[src/rtl/lowtrans_tpg_pkg.sv]
package lowtrans_tpg_pkg;
  typedef enum logic {
    PH_PRIMARY = 1'b0,
    PH_BRIDGE  = 1'b1
  } ltp_phase_e;
endpackage

[src/rtl/ltp_lfsr.sv]
module ltp_lfsr #(
  parameter int          N            = 16,
  parameter logic [N-1:0] TAPS        = 16'hB400,
  parameter logic [N-1:0] SEED_DEFAULT = 16'hACE1
) (
  input  logic         clk,
  input  logic         rst_n,
  input  logic         load_i,
  input  logic [N-1:0] seed_i,
  input  logic         advance_i,
  output logic [N-1:0] state_o,
  output logic [N-1:0] next_o
);
  logic [N-1:0] state_q;
  logic [N-1:0] state_d;
  logic         feedback;

  assign feedback = ^(state_q & TAPS);
  assign next_o   = {state_q[N-2:0], feedback};
  assign state_o  = state_q;

  always_comb begin
    state_d = state_q;
    if (load_i) begin
      state_d = (seed_i == '0) ? SEED_DEFAULT : seed_i;
    end else if (advance_i) begin
      state_d = next_o;
    end
  end

  always_ff @(posedge clk or negedge rst_n) begin
    if (!rst_n) begin
      state_q <= SEED_DEFAULT;
    end else begin
      state_q <= state_d;
    end
  end
endmodule

[src/rtl/ltp_mixer.sv]
module ltp_mixer #(
  parameter int N = 16
) (
  input  logic [N-1:0] cur_i,
  input  logic [N-1:0] nxt_i,
  input  logic         half_hi_i,
  output logic [N-1:0] bridge_o,
  output logic         change_any_o
);
  localparam int HALF = N / 2;

  logic [N-1:0]    change;
  logic [HALF-1:0] src_half;

  assign change       = cur_i ^ nxt_i;
  assign change_any_o = |change;
  assign src_half     = half_hi_i ? cur_i[N-1:HALF] : cur_i[HALF-1:0];

  for (genvar i = 0; i < N; i++) begin : g_bit
    localparam int SRC = i % HALF;
    assign bridge_o[i] = change[i] ? src_half[SRC] : cur_i[i];
  end
endmodule

[src/rtl/ltp_sequencer.sv]
module ltp_sequencer
  import lowtrans_tpg_pkg::*;
#(
  parameter int N = 16
) (
  input  logic         clk,
  input  logic         rst_n,
  input  logic         enable_i,
  input  logic         load_i,
  input  logic [N-1:0] cur_i,
  input  logic [N-1:0] bridge_i,
  input  logic         change_any_i,
  output logic         advance_o,
  output logic         half_hi_o,
  output logic         in_bridge_o,
  output logic [N-1:0] vec_o,
  output logic         valid_o
);
  ltp_phase_e   phase_q, phase_d;
  logic         half_q, half_d;
  logic [N-1:0] vec_q, vec_d;
  logic         valid_q, valid_d;

  always_comb begin
    phase_d   = phase_q;
    half_d    = half_q;
    vec_d     = vec_q;
    valid_d   = 1'b0;
    advance_o = 1'b0;
    if (load_i) begin
      phase_d = PH_PRIMARY;
      half_d  = 1'b0;
    end else if (enable_i) begin
      valid_d = 1'b1;
      if (phase_q == PH_PRIMARY) begin
        vec_d = cur_i;
        if (change_any_i) begin
          phase_d = PH_BRIDGE;
        end else begin
          advance_o = 1'b1;
        end
      end else begin
        vec_d     = bridge_i;
        advance_o = 1'b1;
        half_d    = ~half_q;
        phase_d   = PH_PRIMARY;
      end
    end
  end

  always_ff @(posedge clk or negedge rst_n) begin
    if (!rst_n) begin
      phase_q <= PH_PRIMARY;
      half_q  <= 1'b0;
      vec_q   <= '0;
      valid_q <= 1'b0;
    end else begin
      phase_q <= phase_d;
      half_q  <= half_d;
      vec_q   <= vec_d;
      valid_q <= valid_d;
    end
  end

  assign half_hi_o   = half_q;
  assign in_bridge_o = (phase_q == PH_BRIDGE);
  assign vec_o       = vec_q;
  assign valid_o     = valid_q;
endmodule

[src/rtl/lowtrans_tpg.sv]
module lowtrans_tpg #(
  parameter int           N            = 16,
  parameter logic [N-1:0] TAPS         = 16'hB400,
  parameter logic [N-1:0] SEED_DEFAULT = 16'hACE1
) (
  input  logic         clk,
  input  logic         rst_n,
  input  logic         enable,
  input  logic         seed_load,
  input  logic [N-1:0] seed_value,
  output logic [N-1:0] vec_out,
  output logic         vec_valid
);
  logic [N-1:0] cur_vec;
  logic [N-1:0] nxt_vec;
  logic [N-1:0] bridge_vec;
  logic         change_any;
  logic         advance;
  logic         half_hi;
  logic         in_bridge;

  ltp_lfsr #(
    .N(N), .TAPS(TAPS), .SEED_DEFAULT(SEED_DEFAULT)
  ) u_lfsr (
    .clk(clk), .rst_n(rst_n), .load_i(seed_load), .seed_i(seed_value),
    .advance_i(advance), .state_o(cur_vec), .next_o(nxt_vec)
  );

  ltp_mixer #(.N(N)) u_mixer (
    .cur_i(cur_vec), .nxt_i(nxt_vec), .half_hi_i(half_hi),
    .bridge_o(bridge_vec), .change_any_o(change_any)
  );

  ltp_sequencer #(.N(N)) u_seq (
    .clk(clk), .rst_n(rst_n), .enable_i(enable), .load_i(seed_load),
    .cur_i(cur_vec), .bridge_i(bridge_vec), .change_any_i(change_any),
    .advance_o(advance), .half_hi_o(half_hi), .in_bridge_o(in_bridge),
    .vec_o(vec_out), .valid_o(vec_valid)
  );
endmodule

[config.mk]
export PLATFORM = sky130hd
export DESIGN_NAME = lowtrans_tpg
export DESIGN_NICKNAME = d
export VERILOG_FILES = /design/src/rtl/lowtrans_tpg_pkg.sv /design/src/rtl/ltp_lfsr.sv /design/src/rtl/ltp_mixer.sv /design/src/rtl/ltp_sequencer.sv /design/src/rtl/lowtrans_tpg.sv
export SDC_FILE = /design/constraint.sdc
export NUM_CORES = 1
export LEC_CHECK = 0
export BUFFER_PORTS_ARGS = -buffer_cell sky130_fd_sc_hd__buf_2
export CAP_MARGIN = 20
export CORE_UTILIZATION = 50
export DETAILED_ROUTE_END_ITERATION = 10
export GPL_ROUTABILITY_DRIVEN = 0
export PLACE_DENSITY = 0.84
export SYNTH_ARGS = -nofsm -noshare
export SYNTH_HDL_FRONTEND = slang
export SYNTH_SLANG_ARGS = --single-unit
[constraint.sdc]
create_clock -name clk -period 1.76 [get_ports clk]
set_input_delay 0.176 -clock clk [delete_from_list [all_inputs] [get_ports clk]]
set_output_delay 0.176 -clock clk [all_outputs]
set_load 0.05 [all_outputs]
# [Yosys cells after proc, flatten, opt, wreduce, memory -nomap -nowiden]
# Index checks and enable logic that the tools add are counted.
[word_totals] regBits=35 inputBits=20 out_inout_bits=17 wordCells=50
[classes] bitwise=3 reduce_logical=8 n_mux=34
[op_table] operator="$mux 16" n=4
[op_table] operator="$mux 1" n=29
[op_table] operator="$logic_not 16->1" n=1
[op_table] operator="$reduce_or 16->1" n=1
[op_table] operator="$reduce_xor 16->1" n=1
[op_table] operator="$xor 16x16->16" n=1
[op_table] operator="$mux 8" n=1
[op_table] operator="$reduce_bool 2->1" n=3
[op_table] operator="$reduce_and 2->1" n=2
[op_table] operator="$not 1->1" n=2

# [Depth between registers and ports, before layout]
[logic_depth] word_depth=9 mapped_depth=7 depth_no_buf=5

# [By module]
# From an unflattened synthesis, not the netlist that was laid out.
[unflattened] hier_cells=239 hier_area_um2=2547.4
[modules_own_cells] mod="ltp_sequencer" cells_per_inst=64 n_inst=1 area_per_inst_um2=1058.5 seq_area_each_um2=475.5
[modules_own_cells] mod="ltp_lfsr" cells_per_inst=87 n_inst=1 area_per_inst_um2=967.2 seq_area_each_um2=410.4
[modules_own_cells] mod="ltp_mixer" cells_per_inst=88 n_inst=1 area_per_inst_um2=521.8 seq_area_each_um2=0.0

# [Worst setup path after synthesis]
# Ideal clock, no wire load.
[synth_timing] path_type="register to register" from="register u_lfsr.state_q[10], in the netlist u_lfsr.state_o[10]" to="register u_lfsr.state_q[7], in the netlist u_lfsr.state_o[7]" period_less_slack_ns=1.881 t_arrival_ns=1.806 stages_incl_launch_ff=8 setup_slack_ns=-0.121 setup_time_ns=0.075 path_cell_list="dfstp_2 clkbuf_8 xnor2_1 xnor3_4 nand4_1 o21a_1 buf_6 mux2i_1"
[synth_between] elab_chain_len=8
[synth_rtl] element="start: declaration" line="ltp_lfsr.sv:14" source="logic [N-1:0] state_q;"
[synth_rtl] element="start signal: assignment" line="ltp_lfsr.sv:35" source="state_q <= state_d;"
[synth_rtl] element="$reduce_xor 16->1" line="ltp_lfsr.sv:18" source="assign feedback = ^(state_q & TAPS);"
[synth_rtl] element="$xor 16x16->16 (*)" line="ltp_mixer.sv:15" source="assign change = cur_i ^ nxt_i;"
[synth_rtl] element="$reduce_or 16->1 (*)" line="ltp_mixer.sv:16" source="assign change_any_o = |change;"
[synth_rtl] element="$mux 1 (*)" line="ltp_sequencer.sv:37" source="if (change_any_i) begin"
[synth_rtl] element="$mux 1 (*)" line="ltp_sequencer.sv:35" source="if (phase_q == PH_PRIMARY) begin"
[synth_rtl] element="$mux 1 (*)" line="ltp_sequencer.sv:33" source="end else if (enable_i) begin"
[synth_rtl] element="$mux 1 (*)" line="ltp_sequencer.sv:30" source="if (load_i) begin"
[synth_rtl] element="$reduce_bool 2->1 (no source line) (*)"
# Every way passes the cells marked *; elsewhere a longest branch is shown, timed or not.
# A chain may end at the register's enable or synchronous reset.

# [Worst setup path after layout]
[layout_timing] from="register u_lfsr.state_q[12], in the netlist u_lfsr.state_o[12]" to="register u_lfsr.state_q[14], in the netlist u_lfsr.state_o[14]"
# Same word-level chain as after synthesis.

==> impl_metrics.yaml <==
global_routing:
  antenna_found_initial: 0
  grt_pass1_wl_um: 8873
  grt-ovfl-total: 0
  grt_pass1_vias: 1846
  grt.total_usage_pct: 26.95
  grt_max_degree: 36
floorplan:
  die_area_um2: 4490
  fp.dieW_um: 67.01
  start_util_pct: 52.45
  ios: 37
  rows: 23
  die_h_um: 67.01
  coreArea_um2: 4029
worst_setup_path:
  critPathArrivalTime_ns: 2.02
  timing.reg2reg.setup_slack_ns: -0.07
  critPathRequiredTime_ns: 1.95
  startpoint_type: "register"
  crit_path_max_fanout: 4
  worstSetupPathType: "register to register"
  crit_path_end_kind: "register"
  r2r_cells: 5
  r2r-end: "u_lfsr.state_o[14]$_DFFE_PN0P_"
  reg2reg_from: "u_lfsr.state_o[12]$_DFFE_PN0P_"
synth:
  ys_top_cells_by_area: "dfrtp_1, dfstp_2, mux2i_1"
  synth_area_per_cell_um2: 9.477
  ys_top_cells_by_count: "nand2_1, dfrtp_1, a31oi_1, o21ai_0, mux2i_1"
  synthArstFlopShare_pct: 100.0
  synth_warnings: 0
  synth_top_area_share_pct: 31.97
  synth_cell_types: 39
  ys.flop_type: "dfrtp_1"
  ys_seq_area_share_pct: 41.92
  synthCells: 223
  synth_edf_count: 0
  synthMostInstantiatedCell: "nand2_1"
  netlist_area_um2: 2113
  synth_top_area_cell: "dfrtp_1"
  synthesis.nets: 243
  synth-seq-cells: 35
placed_design:
  place_area_um2: 2439
  io_buffers: 36
  dpl.hpwl_um: 4002
cells_and_area:
  stdcell_area_um2: 2635
  area_delta_synth_final_pct: 24.69
  diodes: 0
  drive_above_1_share_pct: 35.04
  nets: 293
  n_fill_cell: 326
sta:
  hold-worst-slack_ns: 0.09021
  rsz0062_at_grt: "yes"
  period_needed_ns: 1.828
  fmaxAchievable_mhz: 547.1
  fin_skew_ns: 0.006784
  setup_viol: 11
  timing.final.crit_share_pct: 103.9
  finalHoldViolCount: 0
  slew_headroom_pct: 49.27
  finalMaxSlewViolations: 0
  worst_slack_ns: -0.06792
  worst_slew_pin_slew_ns: 0.7610
worst_hold_path:
  hp-start: "seed_load"
  min_path_cells: 2
  hold_end: "u_seq.half_hi_o$_DFFE_PN0P_"
  holdCritPathClass: "primary input to register"
pwr:
  ir_drop_mv: 0.5130
  p_switching_mw: 1.120
  internal_power_mw: 1.817
  comb_power_share_pct: 38.1
  p_clk_share_pct: 25.8
  swShare_pct: 38.13
  p_per_area_nw_per_um2: 1115
  p_seq_share_pct: 36.2
  p_total_mw: 2.937
  cellLeakagePower_nw: 1.161
clock_tree:
  clkTransAtPathRegs_ns: 0.07
  clk_latency_ns: 0.29
  cts_tree: "done"
  postCtsSetupBuffers: 0
  cts_buffer_depth: 2
  cts_max_level: 2
  clock_sinks: 35
  cts-buffers-inserted: 5
  cts_root_buf: "clkbuf_8"
flow_run:
  cap_violations: 0
routing:
  avgRoutedWirePerCell_um: 17.05
  drcViolationCount: 0
  postRouteAntennaNets: 0
  routed_wl_um: 5524
  via_per_inst: 5.954
  drt_first_pass_iters: 5
  dr_total_vias: 1929
  drt_iter0_drc: 157
status:
  status: "complete, but fails checks"
  failed_checks: "setup timing"
[critical path, cell delays in order (launching register included)]
cell and delay (ns):
dfrtp_2 0.45, or4_4 0.53, a22oi_4 0.19, buf_6 0.14, a41oi_4 0.14, o31ai_1 0.28
[repair_timing]
item	4_1_cts	5_1_grt
resized for setup	7	9
pin swaps	2	5
hold buffers	1	0
gates cloned	1	0
setup endpoints to repair	17	17
endpoints found under the hold margin	27	0
[how the worst max path moves through the flow]
stage                                   startpoint                              to
floorplan           u_lfsr.state_o[10]$_DFFE_PN1P_   u_lfsr.state_o[7]$_DFFE_PN1P_
global placement    u_lfsr.state_o[13]$_DFFE_PN1P_  u_lfsr.state_o[13]$_DFFE_PN1P_
detailed placement  u_lfsr.state_o[13]$_DFFE_PN1P_  u_lfsr.state_o[13]$_DFFE_PN1P_
CTS                 u_lfsr.state_o[12]$_DFFE_PN0P_  u_lfsr.state_o[14]$_DFFE_PN0P_
global route        u_lfsr.state_o[13]$_DFFE_PN1P_  u_lfsr.state_o[13]$_DFFE_PN1P_
finish              u_lfsr.state_o[12]$_DFFE_PN0P_  u_lfsr.state_o[14]$_DFFE_PN0P_
[stage by stage]
stage,TNS (ns),setup WS [ns],instances,util [%]
final,-0.4333,-0.06792,324,65.40
after floorplan,-0.4790,-0.06188,223,-
after global placement,-1.176,-0.1409,314,60.53
after global routing,-1.355,-0.1591,324,65.40
after detailed placement,-1.813,-0.1944,314,60.53
after CTS,-0.4302,-0.05687,324,64.81
[sequential cells by signal (all words and copies together) (netlist names)]
name,flops
u_seq.vec_o,16
u_lfsr.state_o,16
u_seq.half_hi_o,1
u_seq.in_bridge_o,1
u_seq.valid_o,1
[cells by family (layout without fill, tap and decap cells)]
logic type	Yosys count	after routing	synth area share, %
compound gates	78	79	26.29
simple gates	58	58	12.91
flops	35	35	41.92
buf+inv	33	83	9.354
mux	14	14	6.631
xor+xnor	5	5	2.902
[layout by cell type (no fill, tap or decap), types with 9 or more instances in the layout]
cell     instances
nor2_1           9
dfrtp_1         26
inv_1            9
buf_2           36
buf_4           24
o21ai_0         11
mux2i_1         14
a31oi_1         17
nand2_1         30
[layout make-up]
| cell class | count | area [µm²] | area share (%) |
|---|---|---|---|
| Clock buffer | 6 | 82.58 | 3.134 |
| Clock inverter | 2 | 35.03 | 1.330 |
| Inverter | 10 | 37.54 | 1.424 |
| Multi-Input combinational cell | 156 | 1097 | 41.64 |
| Sequential cell | 35 | 887.1 | 33.67 |
| Tap cell | 50 | 62.56 | 2.374 |
| Timing Repair Buffer | 65 | 432.9 | 16.43 |
[power by group through the flow]
stage          clock network (mW)  registers (mW)  logic (mW)
3_5_place_dp                    0            1.08        1.07
3_3_place_gp                    0            1.06        1.04
2_1_floorplan                   0            1.30       0.523
4_1_cts                     0.767            1.06        1.10
5_1_grt                     0.800            1.08        1.20
6_report                    0.757            1.06        1.12
[metal layers]
metal,share of wire (%),wire length [µm],global-route usage [%]
met3,5.2,286,6.336
met4,1.5,85,9.043
met1,44,2444,34.76
met5,0,0,0
met2,49,2708,43.75
(Power assumes the default switching activity.)
